===== src/rtl/bps_pkg.sv =====
`timescale 1ns/1ps
package bps_pkg;
    typedef enum logic [2:0] {
        ST_IDLE,
        ST_FETCH,
        ST_LOAD,
        ST_ARM,
        ST_SEEK_LO,
        ST_PAUSE,
        ST_SEEK_HI
    } bps_state_e;
endpackage


===== src/rtl/bps_sync.sv =====
`timescale 1ns/1ps
module bps_sync #(
    parameter int STAGES = 2
) (
    input  logic clk,
    input  logic rst_n,
    input  logic async_i,
    output logic sync_o
);
    logic [STAGES-1:0] chain_q;

    generate
        for (genvar g = 0; g < STAGES; g++) begin : g_stage
            if (g == 0) begin : g_first
                always_ff @(posedge clk or negedge rst_n) begin
                    if (!rst_n) chain_q[g] <= 1'b1;
                    else        chain_q[g] <= async_i;
                end
            end else begin : g_rest
                always_ff @(posedge clk or negedge rst_n) begin
                    if (!rst_n) chain_q[g] <= 1'b1;
                    else        chain_q[g] <= chain_q[g-1];
                end
            end
        end
    endgenerate

    assign sync_o = chain_q[STAGES-1];
endmodule


===== src/rtl/bps_ctrl.sv =====
`timescale 1ns/1ps
module bps_ctrl
    import bps_pkg::*;
#(
    parameter int DATA_W = 8,
    parameter int BYTES  = 128,
    localparam int ADDR_W = $clog2(BYTES)
) (
    input  logic              clk,
    input  logic              rst_n,
    input  logic              start_i,
    input  logic              strobe_s_i,
    input  logic [DATA_W-1:0] rd_data_i,
    output logic [ADDR_W-1:0] rd_addr_o,
    output logic [DATA_W-1:0] bus_o,
    output logic              wait_o,
    output logic              done_o
);
    localparam logic [ADDR_W-1:0] LAST_IDX = ADDR_W'(BYTES - 1);

    typedef struct packed {
        bps_state_e        state;
        logic [ADDR_W-1:0] idx;
        logic [DATA_W-1:0] bus;
        logic              waitl;
        logic              done;
    } ctrl_t;

    ctrl_t reg_d, reg_q;

    always_comb begin
        reg_d      = reg_q;
        reg_d.done = 1'b0;
        case (reg_q.state)
            ST_IDLE: begin
                if (start_i) begin
                    reg_d.idx   = '0;
                    reg_d.state = ST_FETCH;
                end
            end
            ST_FETCH: reg_d.state = ST_LOAD;
            ST_LOAD: begin
                reg_d.bus   = rd_data_i;
                reg_d.state = ST_ARM;
            end
            ST_ARM: begin
                reg_d.waitl = 1'b0;
                reg_d.state = ST_SEEK_LO;
            end
            ST_SEEK_LO: begin
                if (!strobe_s_i) reg_d.state = ST_PAUSE;
            end
            ST_PAUSE: begin
                reg_d.waitl = 1'b1;
                reg_d.state = ST_SEEK_HI;
            end
            ST_SEEK_HI: begin
                if (strobe_s_i) begin
                    if (reg_q.idx == LAST_IDX) begin
                        reg_d.done  = 1'b1;
                        reg_d.state = ST_IDLE;
                    end else begin
                        reg_d.idx   = reg_q.idx + 1'b1;
                        reg_d.state = ST_FETCH;
                    end
                end
            end
            default: reg_d.state = ST_IDLE;
        endcase
    end

    always_ff @(posedge clk or negedge rst_n) begin
        if (!rst_n) begin
            reg_q.state <= ST_IDLE;
            reg_q.idx   <= '0;
            reg_q.bus   <= '0;
            reg_q.waitl <= 1'b1;
            reg_q.done  <= 1'b0;
        end else begin
            reg_q <= reg_d;
        end
    end

    assign rd_addr_o = reg_q.idx;
    assign bus_o     = reg_q.bus;
    assign wait_o    = reg_q.waitl;
    assign done_o    = reg_q.done;
endmodule


===== src/rtl/byte_port_sender.sv =====
`timescale 1ns/1ps
module byte_port_sender #(
    parameter int DATA_W      = 8,
    parameter int BYTES       = 128,
    parameter int SYNC_STAGES = 2,
    localparam int ADDR_W     = $clog2(BYTES)
) (
    input  logic              clk,
    input  logic              rst_n,
    input  logic              start_i,
    input  logic              strobe_i,
    output logic [ADDR_W-1:0] rd_addr_o,
    input  logic [DATA_W-1:0] rd_data_i,
    output logic [DATA_W-1:0] bus_o,
    output logic              wait_o,
    output logic              done_o
);
    logic strobe_s;

    bps_sync #(.STAGES(SYNC_STAGES)) u_sync (
        .clk     (clk),
        .rst_n   (rst_n),
        .async_i (strobe_i),
        .sync_o  (strobe_s)
    );

    bps_ctrl #(.DATA_W(DATA_W), .BYTES(BYTES)) u_ctrl (
        .clk        (clk),
        .rst_n      (rst_n),
        .start_i    (start_i),
        .strobe_s_i (strobe_s),
        .rd_data_i  (rd_data_i),
        .rd_addr_o  (rd_addr_o),
        .bus_o      (bus_o),
        .wait_o     (wait_o),
        .done_o     (done_o)
    );
endmodule


===== config.mk =====
export PLATFORM = sky130hd
export DESIGN_NAME = byte_port_sender
export DESIGN_NICKNAME = d
export VERILOG_FILES = /design/src/rtl/bps_pkg.sv /design/src/rtl/bps_sync.sv /design/src/rtl/bps_ctrl.sv /design/src/rtl/byte_port_sender.sv
export SDC_FILE = /design/constraint.sdc
export NUM_CORES = 1
export LEC_CHECK = 0
export BUFFER_PORTS_ARGS = -buffer_cell sky130_fd_sc_hd__buf_2
export CORE_ASPECT_RATIO = 1.1
export CORE_MARGIN = 1
export CORE_UTILIZATION = 51
export CTS_CLUSTER_DIAMETER = 150
export DETAILED_ROUTE_END_ITERATION = 8
export PLACE_DENSITY = 0.82
export SETUP_SLACK_MARGIN = 0.3
export SLEW_MARGIN = 25
export SYNTH_ARGS = -nofsm -noshare
export SYNTH_HDL_FRONTEND = slang
export SYNTH_SLANG_ARGS = --single-unit

===== constraint.sdc =====
create_clock -name clk -period 1.8 [get_ports clk]
set_input_delay 0.36 -clock clk [delete_from_list [all_inputs] [get_ports clk]]
set_output_delay 0.36 -clock clk [all_outputs]
set_load 0.05 [all_outputs]

==> results.sh <==
export IMPL_synth_top_cell_area_share=0.429
export IMPL_post_synth_inst_count=102
export IMPL_grt_pass1_vias=756
export IMPL_cp_startpoint="u_ctrl.rd_addr_o[1]$_DFFE_PN0P_"
export IMPL_postRouteWirelength_mm=2.09
export IMPL_final_max_slew_violation_count=0
export IMPL_synth_largest_area_cell="sky130_fd_sc_hd__dfrtp_1"
export IMPL_htree_num_levels=1
export IMPL_initial_core_utilization=0.549
export IMPL_fillCellCount=179
export IMPL_portion_of_the_clock_cycle_consumed_by_the_worst_path_in_the_final_layout=0.836
export IMPL_cap_viol_max_count=0
export IMPL_port_buffers=28
export IMPL_route_detailed_drc=0
export IMPL_die_width_um=46.5
export IMPL_timing_hold_ws_ps=-15.0
export IMPL_final_area_mm2=0.00125
export IMPL_ys_seq_elements=22
export IMPL_die_h_um=50.9
export IMPL_p_per_area_mw_per_mm2=1930
export IMPL_max_clock_freq_mhz=664
export IMPL_seq_area_frac_synth=0.500
export IMPL_run_status="complete, but fails checks"
export IMPL_number_of_buffers_added_to_fix_hold_violations_after_cts=0
export IMPL_yosys_warnings=0
export IMPL_criticalPathCategory="flop to flop"
export IMPL_clock_path_buffers=2
export IMPL_final_setup_skew_ps=3.46
export IMPL_syn_num_nets=115
export IMPL_reg2reg_from="u_ctrl.rd_addr_o[1]$_DFFE_PN0P_"
export IMPL_tritoncts_num_buffers=3
export IMPL_peakVddDrop_v=0.00106
export IMPL_floorplan_die_area_mm2=0.00236
export IMPL_num_antenna_cells=0
export IMPL_half_perimeter_wire_length_after_placement_mm=1.44
export IMPL_synth_area_mm2=0.00111
export IMPL_layout_area_overhead_vs_synth_pct=13.2
export IMPL_rsz_0062_raised_after_global_routing="true"
export IMPL_dr_first_iter_drc_count=34
export IMPL_drt_pass1_iterations=5
export IMPL_critPathLaunchType="flop"
export IMPL_timing_hold_violations_final=19
export IMPL_finalCriticalPeriod_ps=1510
export IMPL_ant_nets=0
export IMPL_grt_first_pass_wirelength_mm=3.40
export IMPL_end_kind="flop"
export IMPL_setup_tns_final_ps=0
export IMPL_grt_start_max_net_pins=23
export IMPL_clock_pin_slew_reported_for_the_worst_setup_and_hold_paths_after_clock_tree_synthesis_ps=120
export IMPL_critical_path_arrival_ps=1720
export IMPL_cp_max_fo=3
export IMPL_routed_wl_per_cell_um=13.9
export IMPL_leakagePower_uw=0.000593
export IMPL_avg_cell_area_syn_um2=10.9
export IMPL_synth_top_cells_by_area="sky130_fd_sc_hd__dfrtp_1 43%, sky130_fd_sc_hd__buf_4 11%, sky130_fd_sc_hd__mux2_2 8.1%"
export IMPL_global_route_overflow_total=0
export IMPL_grt_util_all_layers=0.207
export IMPL_io_pins=29
export IMPL_proportion_of_layout_cells_with_a_drive_suffix_above_1=0.459
export IMPL_detailed_place_area_mm2=0.00117
export IMPL_worstSkewPairLatency_ps=310
export IMPL_num_nets_final=136
export IMPL_fp_coreArea_mm2=0.00202
export IMPL_failed_checks="negative hold slack"
export IMPL_report_final_setup_viol=0
export IMPL_synth_cell_types=27
export IMPL_finalWeightedCongestion=0.801
export IMPL_routed_via_density=5.34
export IMPL_antenna_violations_before_repair=0
export IMPL_max_slew_margin_rel=0.684
export IMPL_vias=801
export IMPL_fp_row_count=17
export IMPL_cp_data_required_time_ps=2010
export IMPL_cts_num_sinks=22
export IMPL_tritoncts="built"
export IMPL_tightest_slew_ps=474
export IMPL_clock_root_buffer="sky130_fd_sc_hd__clkbuf_4"
export IMPL_worst_hold_path_type="primary input to async pin"
==> through the flow <==
stage	worst slack, ps	instances	util	power, µW
after CTS	268	148	0.611	2410
after global routing	264	150	0.621	2570
final	294	150	0.621	2420
after detailed placement	247	141	0.577	2090
after global placement	301	141	0.577	2040
after floorplan	320	102	-	2040
==> flip-flops by register name, indices dropped and copies added, names as in the netlist <==
name              cells
u_ctrl.rd_addr_o      7
u_ctrl.wait_o         1
u_sync.chain_q        1
u_sync.sync_o         1
u_ctrl.reg_q          3
u_ctrl.bus_o          8
u_ctrl.done_o         1
==> area by class of cell <==
type,count,area (µm²),share of cell area
clock buffers,4,36.3,0.0289
multi-input cells,60,430,0.343
well taps,28,35.0,0.0279
flip-flops and latches,22,557,0.444
inverters,3,11.3,0.00897
repair buffers,33,185,0.148
==> worst max-delay path: stages (launching register included) <==
cell and delay [ps]:
sky130_fd_sc_hd__dfrtp_1 400, sky130_fd_sc_hd__ha_2 200, sky130_fd_sc_hd__and3_4 190, sky130_fd_sc_hd__a41o_4 220, sky130_fd_sc_hd__and2_4 140, sky130_fd_sc_hd__a211o_1 250
==> logic make-up (layout without fill, tap and decap cells) <==
group | count (synthesis) | in the layout | synth area share
DFF | 22 | 22 | 0.500
muxes | 9 | 9 | 0.0903
adders and majority gates | 1 | 1 | 0.0113
AOI/OAI and AO/OA | 17 | 17 | 0.107
buffers and inverters | 20 | 40 | 0.123
and+or+nand+nor | 33 | 33 | 0.168
==> path summary, 6_finish.rpt <==
kind / endpoint / slack, ps / cells past startpoint
max in group asynchronous: u_ctrl.wait_o$_DFFE_PN1P_ / 1470 / 1
worst max-delay path: u_ctrl.rd_addr_o[2]$_DFFE_PN0P_ / 290 / 5
worst min-delay path: u_ctrl.rd_addr_o[6]$_DFFE_PN0P_ / -20 / 1
worst min register to register: u_sync.sync_o$_DFF_PN1_ / 370 / 0
worst max register to register: u_ctrl.rd_addr_o[2]$_DFFE_PN0P_ / 290 / 5
min in group clk: u_sync.chain_q[0]$_DFF_PN1_ / 130 / 1
==> cell usage in the layout, fill, tap and decap left out, types with 3 or more instances in the layout <==
cell type and n:
sky130_fd_sc_hd__a21oi_1 6, sky130_fd_sc_hd__buf_2 25, sky130_fd_sc_hd__buf_4 6, sky130_fd_sc_hd__clkbuf_4 5, sky130_fd_sc_hd__dfrtp_1 17, sky130_fd_sc_hd__dfstp_2 3
sky130_fd_sc_hd__inv_1 3, sky130_fd_sc_hd__mux2_2 8, sky130_fd_sc_hd__nand2_1 7, sky130_fd_sc_hd__nand3_1 7, sky130_fd_sc_hd__nor2_1 7, sky130_fd_sc_hd__nor3b_1 3
sky130_fd_sc_hd__o21ai_0 5
==> cells in the mapped netlist <==
cell type	count
sky130_fd_sc_hd__a211o_1	1
sky130_fd_sc_hd__dfstp_2	3
sky130_fd_sc_hd__o21ai_0	5
sky130_fd_sc_hd__and2_4	1
sky130_fd_sc_hd__nor2_1	7
sky130_fd_sc_hd__buf_4	16
sky130_fd_sc_hd__nor3b_1	3
sky130_fd_sc_hd__nor3_1	1
sky130_fd_sc_hd__a21oi_1	6
sky130_fd_sc_hd__nand4_1	1
sky130_fd_sc_hd__buf_2	1
sky130_fd_sc_hd__nor2_2	1
sky130_fd_sc_hd__nand2_1	7
sky130_fd_sc_hd__o2bb2ai_1	2
sky130_fd_sc_hd__inv_1	3
sky130_fd_sc_hd__nand4b_4	1
sky130_fd_sc_hd__a41o_4	1
sky130_fd_sc_hd__and3_1	1
sky130_fd_sc_hd__dfrtp_1	19
sky130_fd_sc_hd__nand3b_1	1
sky130_fd_sc_hd__nand3_1	7
sky130_fd_sc_hd__nor2b_1	2
sky130_fd_sc_hd__mux2i_1	1
sky130_fd_sc_hd__mux2_2	8
sky130_fd_sc_hd__o41ai_1	1
sky130_fd_sc_hd__ha_1	1
sky130_fd_sc_hd__a21o_1	1
==> where the power goes <==
group / total [µW] / internal [µW] / switching (µW) / leakage, µW
sequential: 905 / 696 / 209 / 0.000270
combinational: 1250 / 404 / 843 / 0.000302
clock: 272 / 124 / 148 / 0.0000210
total: 2420 / 1220 / 1200 / 0.000593
==> timing repair <==
action                     CTS  global route
hold endpoints to repair     0             0
resized for setup            3             3
buffers inserted             3             2
pin swaps                    1             1
setup endpoints to repair   10            12
==> routing by layer <==
metal,GRT usage,vias to the layer above,share of wire
met1,0.246,376,0.43
met5,0,-,0
met4,0.0980,0,0.018
li1,-,381,-
met3,0.0459,5,0.056
met2,0.340,39,0.49
(Power assumes the default switching activity.)
